`src/rtl/gpio_irq_pkg.sv`:
```
package gpio_irq_pkg;
  localparam int unsigned ADDR_W = 8;
  localparam int unsigned DATA_W = 32;

  localparam logic [ADDR_W-1:0] OFF_STATUS = 8'h00;
  localparam logic [ADDR_W-1:0] OFF_TOP_EN = 8'h04;
  localparam logic [ADDR_W-1:0] OFF_DIN    = 8'h40;
  localparam logic [ADDR_W-1:0] OFF_DOUT   = 8'h44;
  localparam logic [ADDR_W-1:0] OFF_OE     = 8'h48;
  localparam logic [ADDR_W-1:0] OFF_LPOL   = 8'h50;
  localparam logic [ADDR_W-1:0] OFF_LMASK  = 8'h54;
  localparam logic [ADDR_W-1:0] OFF_EVT    = 8'h58;
  localparam logic [ADDR_W-1:0] OFF_EMASK  = 8'h5C;
  localparam logic [ADDR_W-1:0] OFF_EPOL   = 8'h64;
endpackage

```
`src/rtl/gpio_in_sync.sv`:
```
module gpio_in_sync #(
  parameter int unsigned NUM_PINS = 32,
  parameter int unsigned STAGES   = 2
) (
  input  logic                clk_i,
  input  logic                rst_ni,
  input  logic [NUM_PINS-1:0] async_i,
  output logic [NUM_PINS-1:0] sync_o,
  output logic [NUM_PINS-1:0] prev_o
);
  logic [STAGES-1:0][NUM_PINS-1:0] chain_q;
  logic [NUM_PINS-1:0]             prev_q;

  always_ff @(posedge clk_i or negedge rst_ni) begin
    if (!rst_ni) begin
      chain_q <= '0;
      prev_q  <= '0;
    end else begin
      chain_q[0] <= async_i;
      for (int s = 1; s < int'(STAGES); s++) chain_q[s] <= chain_q[s-1];
      prev_q <= chain_q[STAGES-1];
    end
  end

  assign sync_o = chain_q[STAGES-1];
  assign prev_o = prev_q;
endmodule

```
`src/rtl/gpio_edge_evt.sv`:
```
module gpio_edge_evt #(
  parameter int unsigned NUM_PINS = 32
) (
  input  logic                clk_i,
  input  logic                rst_ni,
  input  logic [NUM_PINS-1:0] sync_i,
  input  logic [NUM_PINS-1:0] prev_i,
  input  logic [NUM_PINS-1:0] fall_sel_i,
  input  logic [NUM_PINS-1:0] clr_i,
  output logic [NUM_PINS-1:0] evt_o
);
  logic [NUM_PINS-1:0] hit;
  logic [NUM_PINS-1:0] evt_q;

  for (genvar g = 0; g < NUM_PINS; g++) begin : g_pin
    assign hit[g] = fall_sel_i[g] ? (prev_i[g] & ~sync_i[g])
                                  : (sync_i[g] & ~prev_i[g]);
    // new edge wins over a same-cycle clear
    always_ff @(posedge clk_i or negedge rst_ni) begin
      if (!rst_ni) evt_q[g] <= 1'b0;
      else         evt_q[g] <= (evt_q[g] & ~clr_i[g]) | hit[g];
    end
  end

  assign evt_o = evt_q;
endmodule

```
`src/rtl/gpio_irq_merge.sv`:
```
module gpio_irq_merge #(
  parameter int unsigned NUM_PINS = 32
) (
  input  logic                clk_i,
  input  logic                rst_ni,
  input  logic [NUM_PINS-1:0] din_i,
  input  logic [NUM_PINS-1:0] lpol_i,
  input  logic [NUM_PINS-1:0] lmask_i,
  input  logic [NUM_PINS-1:0] evt_i,
  input  logic [NUM_PINS-1:0] emask_i,
  input  logic                top_en_i,
  output logic                summary_o,
  output logic                irq_o
);
  logic [NUM_PINS-1:0] lvl_term;
  logic [NUM_PINS-1:0] edge_term;
  logic                irq_q;

  assign lvl_term  = (din_i ^ lpol_i) & lmask_i;
  assign edge_term = evt_i & emask_i;
  assign summary_o = |(lvl_term | edge_term);

  always_ff @(posedge clk_i or negedge rst_ni) begin
    if (!rst_ni) irq_q <= 1'b0;
    else         irq_q <= top_en_i & summary_o;
  end

  assign irq_o = irq_q;
endmodule

```
`src/rtl/gpio_irq_ctrl.sv`:
```
module gpio_irq_ctrl
  import gpio_irq_pkg::*;
#(
  parameter int unsigned NUM_PINS = 32
) (
  input  logic                clk_i,
  input  logic                rst_ni,
  input  logic                wr_en_i,
  input  logic [7:0]          addr_i,
  input  logic [31:0]         wdata_i,
  output logic [31:0]         rdata_o,
  input  logic [NUM_PINS-1:0] pin_in_i,
  output logic [NUM_PINS-1:0] pin_out_o,
  output logic [NUM_PINS-1:0] pin_oe_o,
  output logic                irq_o
);
  logic [NUM_PINS-1:0] dout_q, oe_q, lpol_q, lmask_q, emask_q, epol_q;
  logic                top_en_q;
  logic [NUM_PINS-1:0] pin_sync, pin_prev, evt_q, evt_clr;
  logic                summary;

  gpio_in_sync #(.NUM_PINS(NUM_PINS), .STAGES(2)) u_sync (
    .clk_i  (clk_i),
    .rst_ni (rst_ni),
    .async_i(pin_in_i),
    .sync_o (pin_sync),
    .prev_o (pin_prev)
  );

  assign evt_clr = (wr_en_i && addr_i == OFF_EVT) ? wdata_i[NUM_PINS-1:0] : '0;

  gpio_edge_evt #(.NUM_PINS(NUM_PINS)) u_edge (
    .clk_i     (clk_i),
    .rst_ni    (rst_ni),
    .sync_i    (pin_sync),
    .prev_i    (pin_prev),
    .fall_sel_i(epol_q),
    .clr_i     (evt_clr),
    .evt_o     (evt_q)
  );

  gpio_irq_merge #(.NUM_PINS(NUM_PINS)) u_merge (
    .clk_i    (clk_i),
    .rst_ni   (rst_ni),
    .din_i    (pin_sync),
    .lpol_i   (lpol_q),
    .lmask_i  (lmask_q),
    .evt_i    (evt_q),
    .emask_i  (emask_q),
    .top_en_i (top_en_q),
    .summary_o(summary),
    .irq_o    (irq_o)
  );

  always_ff @(posedge clk_i or negedge rst_ni) begin
    if (!rst_ni) begin
      dout_q   <= '0;
      oe_q     <= '0;
      lpol_q   <= '0;
      lmask_q  <= '0;
      emask_q  <= '0;
      epol_q   <= '0;
      top_en_q <= 1'b0;
    end else if (wr_en_i) begin
      case (addr_i)
        OFF_TOP_EN: top_en_q <= wdata_i[0];
        OFF_DOUT:   dout_q   <= wdata_i[NUM_PINS-1:0];
        OFF_OE:     oe_q     <= wdata_i[NUM_PINS-1:0];
        OFF_LPOL:   lpol_q   <= wdata_i[NUM_PINS-1:0];
        OFF_LMASK:  lmask_q  <= wdata_i[NUM_PINS-1:0];
        OFF_EMASK:  emask_q  <= wdata_i[NUM_PINS-1:0];
        OFF_EPOL:   epol_q   <= wdata_i[NUM_PINS-1:0];
        default: ;
      endcase
    end
  end

  always_comb begin
    rdata_o = '0;
    case (addr_i)
      OFF_STATUS: rdata_o[0]            = summary;
      OFF_TOP_EN: rdata_o[0]            = top_en_q;
      OFF_DIN:    rdata_o[NUM_PINS-1:0] = pin_sync;
      OFF_DOUT:   rdata_o[NUM_PINS-1:0] = dout_q;
      OFF_OE:     rdata_o[NUM_PINS-1:0] = oe_q;
      OFF_LPOL:   rdata_o[NUM_PINS-1:0] = lpol_q;
      OFF_LMASK:  rdata_o[NUM_PINS-1:0] = lmask_q;
      OFF_EVT:    rdata_o[NUM_PINS-1:0] = evt_q;
      OFF_EMASK:  rdata_o[NUM_PINS-1:0] = emask_q;
      OFF_EPOL:   rdata_o[NUM_PINS-1:0] = epol_q;
      default: ;
    endcase
  end

  assign pin_oe_o  = oe_q;
  assign pin_out_o = dout_q & oe_q;
endmodule

```
`config.mk`:
```
export PLATFORM = sky130hd
export DESIGN_NAME = gpio_irq_ctrl
export DESIGN_NICKNAME = d
export VERILOG_FILES = /design/src/rtl/gpio_irq_pkg.sv /design/src/rtl/gpio_in_sync.sv /design/src/rtl/gpio_edge_evt.sv /design/src/rtl/gpio_irq_merge.sv /design/src/rtl/gpio_irq_ctrl.sv
export SDC_FILE = /design/constraint.sdc
export NUM_CORES = 1
export LEC_CHECK = 0
export ABC_CLOCK_PERIOD_IN_PS = 8200
export BUFFER_PORTS_ARGS = -buffer_cell sky130_fd_sc_hd__buf_2
export CAP_MARGIN = 10
export CELL_PAD_IN_SITES_DETAIL_PLACEMENT = 0
export CELL_PAD_IN_SITES_GLOBAL_PLACEMENT = 2
export CORE_AREA = 2 2 309 158
export DETAILED_ROUTE_END_ITERATION = 12
export DIE_AREA = 0 0 311 160
export HOLD_SLACK_MARGIN = 0.1
export PLACE_DENSITY = 0.61
export SLEW_MARGIN = 0
export SYNTH_ARGS = -nofsm -noshare
export SYNTH_HDL_FRONTEND = slang
export SYNTH_SLANG_ARGS = --single-unit
```
`constraint.sdc`:
```
create_clock -name clk_i -period 8.2 [get_ports clk_i]
set_clock_uncertainty 0.15 [all_clocks]
set_input_delay 1.64 -clock clk_i [delete_from_list [all_inputs] [get_ports clk_i]]
set_output_delay 1.64 -clock clk_i [all_outputs]
set_load 0.02 [all_outputs]
```
**Yosys cells after proc, flatten, opt, wreduce, memory -nomap -nowiden**

Index checks and enable logic that the tools add are counted.

- Output and inout bits: 97
- Word-level logic and storage cells: 327
- Bits in registers: 322

- Reductions and logical operators: 10
- Muxes and demuxes: 35
- Eq/ne operators: 9
- Bitwise logic cells: 230

Operator list:

| cell | number |
|---|---|
| 31-bit one-hot mux with 8 select lines | 1 |
| 1-bit AND | 97 |
| 32-bit AND | 3 |
| 1-bit NOT | 96 |
| 8-bit by 7-bit == test with 1-bit output (second input constant) | 8 |
| 1-bit 2-to-1 mux | 32 |
| 32-bit 2-to-1 mux | 1 |
| 1-bit bitwise OR | 32 |
| 32-bit bitwise OR | 1 |
| 32-bit OR reduction | 1 |
| 32-bit bitwise XOR | 1 |
| 2-bit AND reduction | 7 |
| 1-bit one-hot mux with 10 select lines | 1 |
| 8-bit by 3-bit == test with 1-bit output (second input constant) | 1 |
| 8-bit zero test | 1 |
| 1-bit logical AND | 1 |

**Longest topological paths before layout**

- Depth after elaboration: 6
- Gate-level depth with buffers: 8
- Depth with buffers taken out: 5

**By module**

A second synthesis with hierarchy kept.

- Cell total of the unflattened synthesis: 1118
- Area, all modules: 14651.6 um2

Modules (own cells, without submodules):

| module | instances | area an instance (um2) | cells each |
|---|---|---|---|
| gpio_irq_ctrl | 1 | 9773.1 | 750 |
| gpio_in_sync | 1 | 2642.5 | 128 |
| gpio_edge_evt | 1 | 1602.8 | 160 |
| gpio_irq_merge | 1 | 633.1 | 80 |

**Worst setup path before layout**

OpenSTA, ideal clock, no wires.

- Path kind: input -> output
- Start: input addr_i[4]
- End: output rdata_o[10]
- Data arrival time: 3.245 ns
- Path buffers: 3
- Cell stages on the path: 8
- Path slack: 3.165 ns
- Cell sequence: buf_6 > or4b_4 > buf_6 > or4_4 > buf_6 > nor2_1 > a21oi_1 > nand3_1

- Cells in the longest elaborated chain, start to end: 2
- Elaborated cells on any way between the ends: 9
- Classes of those cells: 8 x eq/ne; 1 x mux

RTL lines:

| what | RTL line | text |
|---|---|---|
| from (decl) | gpio_irq_ctrl.sv:9 | `input logic [7:0] addr_i,` |
| 8-bit by 7-bit == test with 1-bit output | gpio_irq_ctrl.sv:80 | `case (addr_i)` |
| 31-bit one-hot mux with 8 select lines * | gpio_irq_ctrl.sv:80 |  |
| to (decl) | gpio_irq_ctrl.sv:11 | `output logic [31:0] rdata_o,` |

Every way passes the cells marked *; elsewhere a longest branch is shown, timed or not.

**Final worst setup path**

- Start: input addr_i[3]
- End: output rdata_o[8]

Same word-level chain as after synthesis.

==> results.toml <==
[power]
power.density_nw_per_um2 = 218
p_int_w = 0.00274
power_frac_clock = 0.459
p_seq_frac = 0.476
p_sw_w = 0.000887
leakagePower_nw = 7.99
swShare = 0.244
comb_power_share = 0.064
max-vdd-ir-drop_uv = 131

[sta]
hold_viol = 0
fin_crit_sh = 0.754
tns_ps = 0
period_needed_ps = 6190
slew_viol_final = 0
maxClockFrequency_ghz = 0.162
timing.hold.ws_ps = 193
rsz0062_at_grt = "false"
relSlewSlack = 0.185
tightest_slew_ps = 1220
setup_viol = 0

[detailed_routing]
drc = 0
routed_wirelength_mm = 47.9
ant_nets = 0
wire_per_inst_um = 24.8
num_vias = 9822
drtIter0Drc = 804
firstDrtPassIters = 8
via_per_inst = 5.09

[critical_path]
worstRegToRegCells = 5
critPathLaunchType = "input port"
regToRegSetupSlack_ps = 5620
arrival_ps = 4400
worstSetupPathType = "input port to output pin"
end_kind = "output pin"
path_max_fanout = 23
crit_required_ps = 6410

[clock_network]
clockRootBuffer = "clkbuf_16"
clk_latency_ps = 530
cts_setup_buffers = 0
cts_hold_buf = 0
cts.sinks = 322
cts_buffers = 34
htree_levels = 2
clk_pin_slew_ps = 70
cts-resized-gates = 0
cts_max_path_buffers = 3
tritoncts = "built"

[placed_design]
dp_cells = 1869
place.port_buffers = 171
place.gp.congestion = 0.845
place_hpwl_mm = 31.7

[yosys]
synth_fp_nets = 1159
synth-edff-count = 0
yosysWarnings = 0
syn_area_um2 = 14000
synth-seq-cells = 322
synthCells = 1084
seq_area_frac_synth = 0.577
ys_async_sr_fraction = 1.00
synth_top_flop_cell = "dfrtp_1"
syn_avg_cell_area_um2 = 12.9
ys_types = 49

[finish]
final_nets = 1331
nFillCells = 4830
insertedDiodeCount = 0
drive_above_1_share = 0.354
instances_no_fill = 1930
layout_commonest_cell = "dfrtp_1"
most-common-layout-cells = "322 x dfrtp_1, 170 x buf_2, 163 x mux2_2"
syn_to_final_growth_pct = 19.3

[grt]
antenna_found_initial = 2
grt_use_total = 0.192
grt_pass1_vias = 10000
grt_max_degree = 109
grt_pass1_wl_mm = 70.4
grt_overflow = 0

[die]
coreArea_um2 = 47500
die_x_um = 311
row_count = 57
die_area_um2 = 49800
pin_count = 172
initial_core_util = 0.294
die_h_um = 160

[status]
status = "finished clean"

[min_path]
min_path_type = "flip-flop to flip-flop"
hold_depth = 0

[job]
cap_violations = 0
-- path summary, 6_finish.rpt --
path | endpoint | start
worst max-delay path | rdata_o[8] | addr_i[3]
worst min-delay path | u_sync.sync_o[12] | u_sync.chain_q[12]
worst max register to register | u_merge.irq_o | u_sync.sync_o[31]
worst min register to register | u_sync.sync_o[12] | u_sync.chain_q[12]
max in group asynchronous | u_sync.chain_q[22] | rst_ni
min in group asynchronous | pin_oe_o[21] | rst_ni
-- registers in the layout, indices dropped and copies added, names as in the netlist --
name	cells
dout_q	32
u_edge.evt_o	32
lpol_q	32
u_sync.chain_q	32
lmask_q	32
pin_oe_o	32
u_sync.prev_o	32
top_en_q	1
u_sync.sync_o	32
epol_q	32
u_merge.irq_o	1
emask_q	32
-- cell families (layout without fill, tap and decap cells) --
family / count (synthesis) / in the layout / share of synthesized area
DFF: 322 / 322 / 0.577
and+or+nand+nor: 262 / 262 / 0.0921
muxes: 215 / 215 / 0.181
AOI/OAI and AO/OA: 202 / 202 / 0.108
buffers and inverters: 51 / 248 / 0.0212
xor gates and xnor gates: 32 / 32 / 0.0201
-- Yosys cell counts (4+ instances only) --
master    number  area share
nand2_1      115       0.031
a22oi_1       50       0.027
xor2_1        32       0.020
mux2_4        30       0.032
a21oi_1       20      0.0072
mux2_2       163        0.13
o211ai_1       4      0.0022
a21o_1        32       0.017
mux2i_1       12      0.0086
a221oi_1       8      0.0050
nor2_1        55       0.015
mux2_1         9      0.0073
buf_2         24      0.0086
buf_6         10      0.0081
clkbuf_1      14      0.0038
o21ai_0       33       0.012
dfrtp_1      322        0.58
and2_1        33       0.015
nand4_1        6      0.0027
a22o_1        10      0.0063
nand3_1       29       0.010
a222oi_1      38       0.027
-- worst max-delay path, stage by stage --
cell and delay [ps]:
buf_2 400, nor4b_4 380, buf_4 310, and4b_2 660, buf_4 400, a222oi_1 120
o211ai_1 210, buf_2 220
-- power by group through the flow --
stage / combinational (W) / clock [W] / sequential (W)
floorplan: 0.000109 / 0 / 0.00174
global placement: 0.000234 / 0 / 0.00176
detailed placement: 0.000236 / 0 / 0.00176
CTS: 0.000237 / 0.00171 / 0.00173
global route: 0.000257 / 0.00179 / 0.00174
finish: 0.000234 / 0.00167 / 0.00173
-- layer usage --
| metal | GRT usage | share of wire | up-vias |
|---|---|---|---|
| li1 | - | - | 4332 |
| met1 | 0.298 | 0.51 | 5082 |
| met2 | 0.266 | 0.40 | 337 |
| met3 | 0.0422 | 0.063 | 69 |
| met4 | 0.0470 | 0.020 | 2 |
| met5 | 0 | 0.00027 | - |
-- layout make-up --
cell class | count | area [µm²] | area share
clock inverter | 16 | 221 | 0.0133
inverter | 2 | 7.51 | 0.000451
clock buffer | 45 | 963 | 0.0579
timing repair buffer | 185 | 971 | 0.0583
multi-input combinational | 711 | 5620 | 0.337
tap | 649 | 812 | 0.0488
sequential | 322 | 8060 | 0.484
-- through the flow --
step	utilization	worst slack, ps	power (W)	instance area (µm²)
floorplan	-	3160	0.00185	14000
global placement	0.326	2060	0.00199	15500
detailed placement	0.326	1990	0.00199	15500
CTS	0.351	1990	0.00368	16700
global route	0.351	1940	0.00378	16700
finish	0.351	2010	0.00363	16700
Note: power is estimated with default switching activity, not from simulation.
